$ cat src/rtl/te_pkg.sv
package te_pkg;
  typedef enum logic [1:0] {
    MODE_OFF   = 2'd0,
    MODE_RSVD  = 2'd1,
    MODE_LINE  = 2'd2,
    MODE_FRAME = 2'd3
  } te_mode_e;

  localparam int HS_IDX = 0;
  localparam int VS_IDX = 1;
endpackage

$ cat src/rtl/te_tick_gen.sv
module te_tick_gen #(
  parameter int DIV_W = 3
) (
  input  logic             clk_i,
  input  logic             rst_ni,
  input  logic [DIV_W-1:0] div_i,
  output logic             tick_o
);
  logic [DIV_W-1:0] pre_q;

  assign tick_o = (pre_q == div_i);

  always_ff @(posedge clk_i or negedge rst_ni) begin
    if (!rst_ni)                       pre_q <= '0;
    else if (tick_o || pre_q > div_i)  pre_q <= '0;
    else                               pre_q <= pre_q + 1'b1;
  end
endmodule

$ cat src/rtl/te_width_meas.sv
module te_width_meas #(
  parameter int CNT_W = 12
) (
  input  logic             clk_i,
  input  logic             rst_ni,
  input  logic             lvl_i,
  input  logic             tick_i,
  output logic             end_o,
  output logic [CNT_W-1:0] width_o
);
  localparam logic [CNT_W-1:0] CNT_MAX = '1;

  logic             lvl_q;
  logic [CNT_W-1:0] cnt_q;

  always_ff @(posedge clk_i or negedge rst_ni) begin
    if (!rst_ni) begin
      lvl_q <= 1'b0;
      cnt_q <= '0;
    end else begin
      lvl_q <= lvl_i;
      if (!lvl_i)                          cnt_q <= '0;
      else if (tick_i && cnt_q != CNT_MAX) cnt_q <= cnt_q + 1'b1;
    end
  end

  // active-to-inactive edge; cnt_q still holds the finished width
  assign end_o   = lvl_q & ~lvl_i;
  assign width_o = cnt_q;
endmodule

$ cat src/rtl/te_line_track.sv
module te_line_track #(
  parameter int LINE_W = 11
) (
  input  logic              clk_i,
  input  logic              rst_ni,
  input  logic              clr_i,
  input  logic              vs_evt_i,
  input  logic              hs_evt_i,
  input  logic [LINE_W-1:0] line_i,
  output logic              hit_o
);
  localparam logic [LINE_W-1:0] LINE_MAX = '1;

  logic [LINE_W-1:0] cnt_q, cnt_inc;

  assign cnt_inc = (cnt_q == LINE_MAX) ? cnt_q : cnt_q + 1'b1;
  assign hit_o   = hs_evt_i && (cnt_inc == line_i);

  always_ff @(posedge clk_i or negedge rst_ni) begin
    if (!rst_ni)                cnt_q <= '0;
    else if (clr_i || vs_evt_i) cnt_q <= '0;
    else if (hs_evt_i)          cnt_q <= cnt_inc;
  end
endmodule

$ cat src/rtl/te_sync_detect.sv
module te_sync_detect
  import te_pkg::*;
#(
  parameter int DIV_W  = 3,
  parameter int HS_W   = 3,
  parameter int VS_W   = 9,
  parameter int LINE_W = 11,
  parameter int CNT_W  = 12
) (
  input  logic              clk_i,
  input  logic              rst_ni,
  input  logic              te_i,
  input  logic [DIV_W-1:0]  div_i,
  input  logic              hs_inv_i,
  input  logic              vs_inv_i,
  input  logic [HS_W-1:0]   hs_width_i,
  input  logic [VS_W-1:0]   vs_width_i,
  input  logic [1:0]        mode_i,
  input  logic [LINE_W-1:0] line_i,
  input  logic              te_en_i,
  input  logic              arm_i,
  output logic              match_o,
  output logic              xfer_en_o
);
  localparam int VMIN_W = VS_W + 4;
  localparam int CMP_W  = (VMIN_W > CNT_W + 1) ? VMIN_W : CNT_W + 1;

  te_mode_e mode;
  assign mode = te_mode_e'(mode_i);

  // two-stage pin synchroniser
  logic [1:0] sync_q;
  logic       pin_s;
  always_ff @(posedge clk_i or negedge rst_ni) begin
    if (!rst_ni) sync_q <= '0;
    else         sync_q <= {sync_q[0], te_i};
  end
  assign pin_s = sync_q[1];

  logic tick;
  te_tick_gen #(.DIV_W(DIV_W)) u_tick (
    .clk_i  (clk_i),
    .rst_ni (rst_ni),
    .div_i  (div_i),
    .tick_o (tick)
  );

  logic [1:0]       inv, lvl, pend;
  logic [CNT_W-1:0] pw [2];
  assign inv = {vs_inv_i, hs_inv_i};

  for (genvar g = 0; g < 2; g++) begin : g_meas
    assign lvl[g] = pin_s ^ inv[g];
    te_width_meas #(.CNT_W(CNT_W)) u_meas (
      .clk_i   (clk_i),
      .rst_ni  (rst_ni),
      .lvl_i   (lvl[g]),
      .tick_i  (tick),
      .end_o   (pend[g]),
      .width_o (pw[g])
    );
  end

  logic [CMP_W-1:0] hs_min, vs_min, hs_w, vs_w;
  assign hs_min = CMP_W'(hs_width_i) + CMP_W'(1);
  assign vs_min = (CMP_W'(vs_width_i) + CMP_W'(1)) << 3;
  assign hs_w   = CMP_W'(pw[HS_IDX]);
  assign vs_w   = CMP_W'(pw[VS_IDX]);

  logic hs_evt, vs_evt;
  assign vs_evt = pend[VS_IDX] && (vs_w >= vs_min);
  assign hs_evt = pend[HS_IDX] && (hs_w >= hs_min) && (hs_w < vs_min);

  logic sync_on, vs_only, line_hit, trig, fire;
  assign sync_on = te_en_i && (mode == MODE_LINE || mode == MODE_FRAME);
  assign vs_only = (mode == MODE_FRAME) || (line_i == '0);

  te_line_track #(.LINE_W(LINE_W)) u_line (
    .clk_i    (clk_i),
    .rst_ni   (rst_ni),
    .clr_i    (!sync_on),
    .vs_evt_i (vs_evt),
    .hs_evt_i (hs_evt),
    .line_i   (line_i),
    .hit_o    (line_hit)
  );

  assign trig = vs_only ? vs_evt : line_hit;
  // a fresh arm takes priority over an event of the same cycle
  assign fire = armed_q && sync_on && !arm_i && trig;

  logic armed_q, xfer_q, match_q;
  always_ff @(posedge clk_i or negedge rst_ni) begin
    if (!rst_ni) begin
      armed_q <= 1'b0;
      xfer_q  <= 1'b0;
      match_q <= 1'b0;
    end else begin
      match_q <= fire;
      if (arm_i) begin
        armed_q <= sync_on;
        xfer_q  <= !sync_on;
      end else if (fire) begin
        armed_q <= 1'b0;
        xfer_q  <= 1'b1;
      end
    end
  end

  assign match_o   = match_q;
  assign xfer_en_o = xfer_q;
endmodule

$ cat config.mk
export PLATFORM = sky130hd
export DESIGN_NAME = te_sync_detect
export DESIGN_NICKNAME = d
export VERILOG_FILES = /design/src/rtl/te_pkg.sv /design/src/rtl/te_tick_gen.sv /design/src/rtl/te_width_meas.sv /design/src/rtl/te_line_track.sv /design/src/rtl/te_sync_detect.sv
export SDC_FILE = /design/constraint.sdc
export NUM_CORES = 1
export LEC_CHECK = 0
export BUFFER_PORTS_ARGS = -buffer_cell sky130_fd_sc_hd__buf_2
export CAP_MARGIN = 20
export CORE_MARGIN = 2
export CORE_UTILIZATION = 45
export CTS_CLUSTER_DIAMETER = 120
export CTS_CLUSTER_SIZE = 16
export DETAILED_ROUTE_END_ITERATION = 7
export GPL_TIMING_DRIVEN = 0
export HOLD_SLACK_MARGIN = 0.06
export SYNTH_ARGS = -nofsm -noshare
export SYNTH_HDL_FRONTEND = slang
export SYNTH_HIERARCHICAL = 1
export SYNTH_SLANG_ARGS = --single-unit
$ cat constraint.sdc
create_clock -name clk_i -period 5.3 [get_ports clk_i]
set_input_delay 1.325 -clock clk_i [delete_from_list [all_inputs] [get_ports clk_i]]
set_output_delay 1.325 -clock clk_i [all_outputs]
set_load 0.05 [all_outputs]
Word-level counts from Yosys, hierarchy flattened
Cells that the tools add are included.
{ "totals": {"regBits": 45, "inputBits": 35, "word_cells": 67, "out_inout_bits": 2} }
{ "classes": {"mux": 13, "n_addsub": 6, "n_eq_ne": 9, "magnitude_cmp": 4, "bitwise_logic": 6, "n_reduce_logical": 19} }
{ "ops": {"columns": ["operator", "count"], "rows": [
  ["12-bit two-way mux", 4],
  ["11-bit two-way mux", 3],
  ["12-bit by 1-bit adder with 12-bit output, second input constant", 2],
  ["12-bit inequality test, second input constant", 2],
  ["12-bit by 13-bit greater-or-equal comparator with 1-bit output", 1],
  ["12-bit by 13-bit less-than comparator with 1-bit output", 1],
  ["12-bit by 4-bit greater-or-equal comparator with 1-bit output", 1],
  ["11-bit by 1-bit adder with 11-bit output, second input constant", 1],
  ["11-bit equality test", 1],
  ["11-bit equality test, second input constant", 1],
  ["11-bit logical NOT", 1],
  ["9-bit by 1-bit adder with 10-bit output, second input constant", 1],
  ["1-bit logical AND", 10],
  ["1-bit two-way mux", 5],
  ["3-bit by 1-bit adder with 4-bit output, second input constant", 1],
  ["2-bit equality test, second input constant", 2],
  ["1-bit logical OR", 4],
  ["2-bit inequality test, second input constant", 2],
  ["2-bit nonzero test", 2],
  ["3-bit by 1-bit adder with 3-bit output, second input constant", 1],
  ["3-bit equality test", 1],
  ["3-bit > comparator", 1],
  ["3-bit two-way mux", 1],
  ["1-bit bitwise AND", 2],
  ["other kinds (3)", 6]
]} }

Logic depth before layout (Yosys ltp)
Gate-level depths: netlist of run 1.
{ "depth": {"word_depth": 10, "depth_mapped": 19, "mapped_depth_nobuf": 18} }

Modules after synthesis
The synthesis of run 1 kept the hierarchy.
{ "by_module_without_submodules": {"columns": ["mod", "n_inst", "area_per_inst_um2", "seq_area_each_um2", "cells_per_inst"], "rows": [
  ["te_width_meas", 2, 703.2, 325.3, 71],
  ["te_line_track", 1, 1051.0, 275.3, 136],
  ["te_sync_detect", 1, 934.6, 125.1, 111],
  ["te_tick_gen", 1, 196.4, 75.1, 18]
]} }

Worst setup path before layout of run 1
OpenSTA, ideal clock, no wires.
{ "synth_path": {"kind": "input to register", "start": "input port vs_width_i[2]", "end": "register armed_q", "path_buffers": 1, "setup_time_ns": 0.124, "arrival_time_ns": 4.460, "path_stages": 19, "required_ns": 5.176, "path_slack_ns": 0.716, "cell_sequence": "and3_2 -> nand3_1 -> xor2_1 -> ha_1 -> o21ai_0 -> nand2b_1 -> maj3_1 -> nand3_1 -> o2111a_1 -> clkbuf_1 -> inv_1 -> a221oi_1 -> nand4_1 -> nor3_1 -> nand4_1 -> nor4_2 -> a22o_1 -> a41oi_2 -> o31a_1"} }
{ "synth_between": {"elab_chain_cells": 7, "elab_cells_between_ends": 9, "cone_classes": "add/sub: 1; order compare: 2; mux: 1; reduce/logical: 5"} }
{ "synth_lines": {"columns": ["element", "line", "source"], "rows": [
  ["from (decl)", "te_sync_detect.sv:17", "input logic [VS_W-1:0] vs_width_i,"],
  ["9-bit by 1-bit adder with 10-bit output", "te_sync_detect.sv:66", "assign vs_min = (CMP_W'(vs_width_i) + CMP_W'(1)) << 3;"],
  ["12-bit by 13-bit less-than comparator with 1-bit output", "te_sync_detect.sv:72", "assign hs_evt = pend[HS_IDX] && (hs_w >= hs_min) && (hs_w < vs_min);"],
  ["1-bit logical AND", "te_sync_detect.sv:72", null],
  ["via hs_evt", "te_sync_detect.sv:70", "logic hs_evt, vs_evt;"],
  ["1-bit logical AND", "te_line_track.sv:17", "assign hit_o = hs_evt_i && (cnt_inc == line_i);"],
  ["via line_hit", "te_sync_detect.sv:74", "logic sync_on, vs_only, line_hit, trig, fire;"],
  ["1-bit two-way mux", "te_sync_detect.sv:88", "assign trig = vs_only ? vs_evt : line_hit;"],
  ["1-bit logical AND", "te_sync_detect.sv:90", "assign fire = armed_q && sync_on && !arm_i && trig;"],
  ["2-bit nonzero test (no source line)", null, null],
  ["to (signal assigned)", "te_sync_detect.sv:101", "armed_q <= sync_on;"],
  ["to (decl)", "te_sync_detect.sv:92", "logic armed_q, xfer_q, match_q;"]
]} }
The timed path passes the listed nets, and every way through them passes these cells.
A chain may end at the register's enable or synchronous reset.

Final worst setup path of run 1
{ "layout_path": {"start": "input port vs_width_i[0]", "end": "register armed_q"} }
The elaborated chain is that of the path after synthesis.

==> metrics, run 1 <==
outcome=finished, final reports clean; Pre-antenna DRT Iters=4; sequential power share=between 40% and 50%; fin util=52.06%; initial antenna violation count=0; CP endpoint kind=register; CTS Sinks=45; Worst Tran Pin Value=between 0.6 and 0.7 ns; Post-DP HPWL=6289 um; row cnt=32; total grt overflow=0; fraction of registers with async set or reset after synthesis=100.0%; Core Box Area=around 7700 um2; worst vdd ir=roughly 0.00011 V; Worst Path Max Fanout=10; min Tclk post-route=between 4 and 5 ns; I/O pin total=37; CP required=roughly 5.5 ns; vias=around 3200; most numerous cell in the Yosys netlist=dfrtp_1; DR iter-0 viols=approximately 160; Post-synth EDFFs=0; Switching Power=between 0.0002 and 0.0003 W; Die ar.=8705 um2; WHS=around 0.36 ns; max_cap viols=0; CTS tree=yes; area leader, netlist=dfrtp_1; internal power=around 0.00057 W; area delta synth->final=12.10%; combinational share of power=around a quarter; synthesized cell area=around 3600 um2; total wire length=between 8000 and 9000 um; Worst EP arrival=4.99 ns; DIE HEIGHT=between 90 and 100 um; layout cell share with drive strength beyond 1=15.30%; Slew Limit Headroom=a little under three fifths; Yosys warning count=6; Mapped Avg Cell Area=~8.8 um2; vias in the first global route=between 2000 and 3000; Post-synth top flop=dfrtp_1; Routed Antenna Nets=0; post-CTS setup buffer count=0; DIE WIDTH=slightly above 90 um; dominant cells by area after synthesis=dfrtp_1, ha_1, nand3_1; Final Hold Fails=0; sequential-to-total area share from yosys stat=31.38%; post-synth top area share=about a third; clk slew on worst S/H paths=around 0.08 ns; FILL cells=~740; Sw Ratio=between 30% and 40%; #FFs+latches synth=45; Reg2Reg Depth=16; CTS resizes=0; clock network power share=28.5%; Hold Buf Count CTS=0; Pwr per Cell Area=203.1 nW/um2; crit start category=input pin; clock skew=just under 0.005 ns; Tot Pwr=around 0.00082 W; HP Class=reg -> reg; Synth cell types=between 60 and 70; CTS H-tree depth=2; Tot GR Track Use=around a fifth; Cells after Synth=407; leading cell types by count after synthesis=dfrtp_1, nand3_1, nand2_1, ha_1; largest net degree at the start of global routing=46; via/cell ratio=5.741; Final Wtd Congestion=between 0.9 and 1; ant diodes=0; area post-placement=roughly 3900 um2; final setup TNS=0 ns; WS Path Type=in -> reg; number of port buffers=36; Tcrit/Tclk final=90.65%; Initial Util=a little under half; first-pass GRT wire length=~14000 um; CTS max path bufs=2; post-layout instance area=approximately 4000 um2; Lkg Pwr=between 1.5 and 2 nW; total CTS buffers=5; Syn Nets=~470; DR WL/cell=15.07 um; hold path depth=0; fin nets=510; Final Setup Violations=0; CTS Root Cell=clkbuf_8; DRC viols=0; Slew Limit Fails=0; Peak Freq=0.2081 GHz; RSZ-0062 raised after global routing=false; Worst-Skew Late Latency=0.30 ns
==> critical path, stage by stage <==
cell and delay (ns):
buf_2 0.17, ha_1 0.27, nand3_1 0.15, xor2_1 0.17, ha_1 0.27, o21ai_0 0.07
nand2b_1 0.09, maj3_1 0.36, nand3_1 0.09, o2111a_2 0.35, inv_1 0.10, a221oi_1 0.22
nand4_1 0.14, nor3_1 0.22, nand4_1 0.15, nor4_2 0.31, a22o_1 0.22, a41oi_2 0.05
o31a_1 0.26
==> final timing paths <==
check | start | slack (ns) | end
max in group asynchronous | rst_ni | 3.73 | g_meas[1].u_meas/width_o[9]
min in group asynchronous | rst_ni | 1.04 | u_line/cnt_q[8]
worst min register to register | sync_q[0] | 0.36 | sync_q[1]
worst max-delay path | vs_width_i[0] | 0.50 | armed_q
worst max register to register | g_meas[0].u_meas/width_o[4] | 1.60 | armed_q
worst min-delay path | sync_q[0] | 0.36 | sync_q[1]
==> state kept, by name (all words and copies together), names as in the netlist <==
name / cells
xfer_en_o: 1
u_line/cnt_q: 11
g_meas.u_meas/width_o: 24
armed_q: 1
sync_q: 2
match_o: 1
g_meas.u_meas/lvl_q: 2
u_tick/pre_q: 3
==> layout by cell type (no fill, tap or decap), types with 4 or more instances in the layout <==
master | netlist | layout
clkbuf_8 | 0 | 7
and3_1 | 5 | 5
nor2_1 | 23 | 23
nand3_1 | 32 | 32
a311oi_1 | 5 | 5
nor3_1 | 16 | 16
nand4_1 | 12 | 12
nand4_2 | 4 | 4
and2_1 | 9 | 9
o211ai_1 | 7 | 7
nand2b_1 | 13 | 13
nor2b_1 | 6 | 6
xor2_1 | 15 | 15
dfrtp_1 | 45 | 45
o31ai_1 | 5 | 5
inv_1 | 23 | 23
a21oi_1 | 18 | 18
xnor2_1 | 14 | 14
a31oi_1 | 7 | 7
o21ai_0 | 16 | 16
nor4_1 | 5 | 5
buf_2 | 1 | 37
o211a_1 | 4 | 4
ha_1 | 25 | 25
clkbuf_1 | 8 | 7
nand2_1 | 29 | 29
==> kinds of logic (layout without fill, tap and decap cells) <==
family                     count (synthesis)  after routing  share of synthesized area (%)
adders and majority gates                 27             27                          9.310
AOI/OAI and AO/OA                         94             94                          19.32
DFF                                       45             45                          31.38
and+or+nand+nor                          173            173                          27.55
xor gates and xnor gates                  29             29                          7.078
muxes                                      3              3                         0.8369
buffers and inverters                     36             80                          4.532
==> layout make-up <==
type                    instances  area [um2]  share of cell area (%)
multi-input cells             326        2301                   57.20
flip-flops and latches         45        1126                   27.99
repair buffers                 37       207.7                   5.163
well taps                     102       127.6                   3.173
clock buffers                   7       96.34                   2.395
inverters                      23       86.33                   2.146
plain buffers                  12       72.57                   1.804
clock inverters                 1       5.005                  0.1244
==> per-layer routing <==
metal / routed length [um] / GRT usage [%] / vias to the layer above / share of wire, %
li1: - / - / 1607 / -
met3: 289 / 3.143 / 10 / 3.5
met2: 3909 / 32.85 / 58 / 47
met4: 120 / 5.147 / 0 / 1.4
met1: 4013 / 27.55 / 1500 / 48
met5: 0 / 0 / - / 0
==> metrics by stage <==
stage	worst slack, ns	std cells
after global routing	0.1449	553
after floorplan	0.7161	407
after detailed placement	-0.04966	545
final	0.4953	553
after CTS	0.2443	553
after global placement	-0.04467	545
==> power by group through the flow <==
stage | Sequential, W | Combinational (W) | Clock [W]
after floorplan | 0.000388 | 0.000136 | 0
after global placement | 0.000389 | 0.000196 | 0
after detailed placement | 0.000390 | 0.000199 | 0
after CTS | 0.000383 | 0.000201 | 0.000244
after global routing | 0.000387 | 0.000229 | 0.000261
final | 0.000383 | 0.000201 | 0.000233
Note: power is estimated with default switching activity, not from simulation.
==> run 2, diff against run 1 <==
Settings changed: PLACE_DENSITY_LB_ADDON from default to 0.2.
==> run 2 against run 1 <==
Net effect:
- critical path depth rose by 1
- combinational power barely moved
- first-iteration DRC count down 19%
- cell area fell by 0.59%
- via count grew 2.7%
- highest routed layer unchanged
- critical path type unchanged
- clock skew up 0.0015 ns
- setup slack got worse by 0.19 ns
- sequential power barely moved
==> metrics, run 2 (same netlist as run 1, synthesis figures left out) <==
initial antenna violation count=0 (unchanged); Slew Limit Fails=0 (unchanged); Worst Tran Pin Value=0.5037 ns (was 0.6409 ns); post-layout instance area=3999 um2 (was 4023 um2); RSZ-0062 raised after global routing=false (unchanged); Routed Antenna Nets=0 (unchanged); crit start category=input pin (unchanged); CTS Sinks=45 (unchanged); Tot GR Track Use=20.56% (was 20.00%); largest net degree at the start of global routing=46 (unchanged); DR WL/cell=15.10 um (was 15.07 um); DR iter-0 viols=126 (was 155); worst vdd ir=0.0001145 V (was 0.0001058 V); Lkg Pwr=1.765 nW (was 1.777 nW); final setup TNS=0 ns (unchanged); CTS H-tree depth=2 (unchanged); DRC viols=0 (unchanged); Post-DP HPWL=6351 um (was 6289 um); fin nets=511 (was 510); most frequent cells in the layout=dfrtp_1, buf_2, nand3_1 (unchanged); Pre-antenna DRT Iters=4 (unchanged); DIE HEIGHT=93.30 um (unchanged); Slew Limit Headroom=66.42% (was 57.28%); row cnt=32 (unchanged); Worst Path Max Fanout=10 (unchanged); min Tclk post-route=4.999 ns (was 4.805 ns); Worst-Skew Late Latency=0.30 ns (about the same); Peak Freq=0.2000 GHz (was 0.2081 GHz); Tcrit/Tclk final=94.32% (was 90.65%); Hold Buf Count CTS=0 (unchanged); layout cell share with drive strength beyond 1=14.82% (was 15.30%); CTS tree=yes (unchanged); CP required=5.49 ns (about the same); first-pass GRT wire length=14530 um (was 14120 um); Pwr per Cell Area=197.6 nW/um2 (was 203.1 nW/um2); Worst EP arrival=5.19 ns (was 4.99 ns); vias=3260 (was 3175); CTS resizes=0 (unchanged); CP endpoint kind=register (unchanged); clk slew on worst S/H paths=0.08 ns (about the same); clock skew=0.006428 ns (was 0.004897 ns); Final Hold Fails=0 (unchanged); ant diodes=0 (unchanged); total CTS buffers=5 (unchanged); area post-placement=3896 um2 (unchanged); via/cell ratio=5.884 (was 5.741); most common cell after layout, fill and taps aside=dfrtp_1 (unchanged); total grt overflow=0 (unchanged); Core Box Area=7727 um2 (unchanged); Final Setup Violations=0 (unchanged); area delta synth->final=11.44% (was 12.10%); CTS Root Cell=clkbuf_8 (unchanged); HP Class=reg -> reg (unchanged); I/O pin total=37 (unchanged); Die ar.=8705 um2 (unchanged); vias in the first global route=3144 (was 2969); max reg flops=24 (unchanged); post-CTS setup buffer count=0 (unchanged); total wire length=8367 um (was 8332 um); number of port buffers=36 (unchanged); WS Path Type=in -> reg (unchanged); Final Wtd Congestion=0.9811 (was 0.9038); Initial Util=46.44% (unchanged); DIE WIDTH=93.30 um (unchanged); CTS max path bufs=2 (unchanged); outcome=finished, final reports clean (unchanged); max_cap viols=0 (unchanged)
==> run 2: cell count changes in the layout (fill, tap and decap cells not counted) <==
| cell | before | now |
|---|---|---|
| clkinv_2 | 1 | 2 |
| clkbuf_1 | 7 | 9 |
| buf_16 | 1 | 0 |
| clkbuf_8 | 7 | 5 |
| o2111a_2 | 1 | 0 |
| o2111a_1 | 1 | 2 |
| buf_12 | 0 | 1 |
==> run 2: worst paths after layout <==
| kind | start | end | slack [ns] | cells past startpoint |
|---|---|---|---|---|
| hold reg to reg | sync_q[0] | sync_q[1] | 0.36 | 0 |
| setup / recovery | vs_width_i[2] | armed_q | 0.30 | 20 |
| max in group asynchronous | rst_ni | u_line/cnt_q[0] | 4.01 | 2 |
| setup reg to reg | g_meas[0].u_meas/width_o[4] | armed_q | 1.38 | 17 |
| min in group asynchronous | rst_ni | u_line/cnt_q[6] | 0.84 | 1 |
| hold / removal | sync_q[0] | sync_q[1] | 0.36 | 0 |
==> run 2: cell type report <==
cell class,instances,area (um2)
clock buffers,6,72.57
clock inverters,2,10.01
well taps,102,127.6
flip-flops and latches,45,1126
multi-input cells,326,2300
plain buffers,13,76.32
inverters,23,86.33
repair buffers,37,200.2
fillers,744,3729
==> run 2: per-stage QoR <==
step	utilization [%]	total power, W	worst slack [ns]	hold slack (ns)	instances
3_5_place_dp	50.42	0.0005915	-0.02765	0.3378	545
4_1_cts	51.49	0.0008011	0.2736	0.3675	553
6_report	51.75	0.0007900	0.3011	0.3634	554
2_1_floorplan	-	0.0005239	0.7161	0.3312	407
5_1_grt	51.75	0.0008491	0.01035	0.3729	554
3_3_place_gp	50.42	0.0005836	-0.001265	0.3486	545
==> run 2: critical path, stage by stage <==
cell and delay (ns):
buf_2 0.14, and3_2 0.22, nand3_1 0.09, xor2_1 0.25, ha_1 0.28, o21ai_0 0.16, nand2b_1 0.08, maj3_1 0.34
nand3_1 0.09, o2111a_1 0.19, clkbuf_1 0.35, inv_1 0.15, a221oi_1 0.23, nand4_1 0.13, nor3_1 0.20, nand4_1 0.13
nor4_2 0.29, a22o_1 0.21, a41oi_2 0.06, o31a_1 0.27
==> run 2: metal layers <==
layer	GRT usage, %	vias up	wire length, um
met5	0	-	0
met4	6.495	0	157
met3	2.901	12	349
met2	33.51	78	3968
met1	28.24	1563	3892
li1	-	1607	-
==> run 2: power by group <==
group | switching [W] | internal (W)
registers | 0.0000190 | 0.000364
clock network | 0.000114 | 0.0000915
logic | 0.000117 | 0.0000846
total | 0.000250 | 0.000540
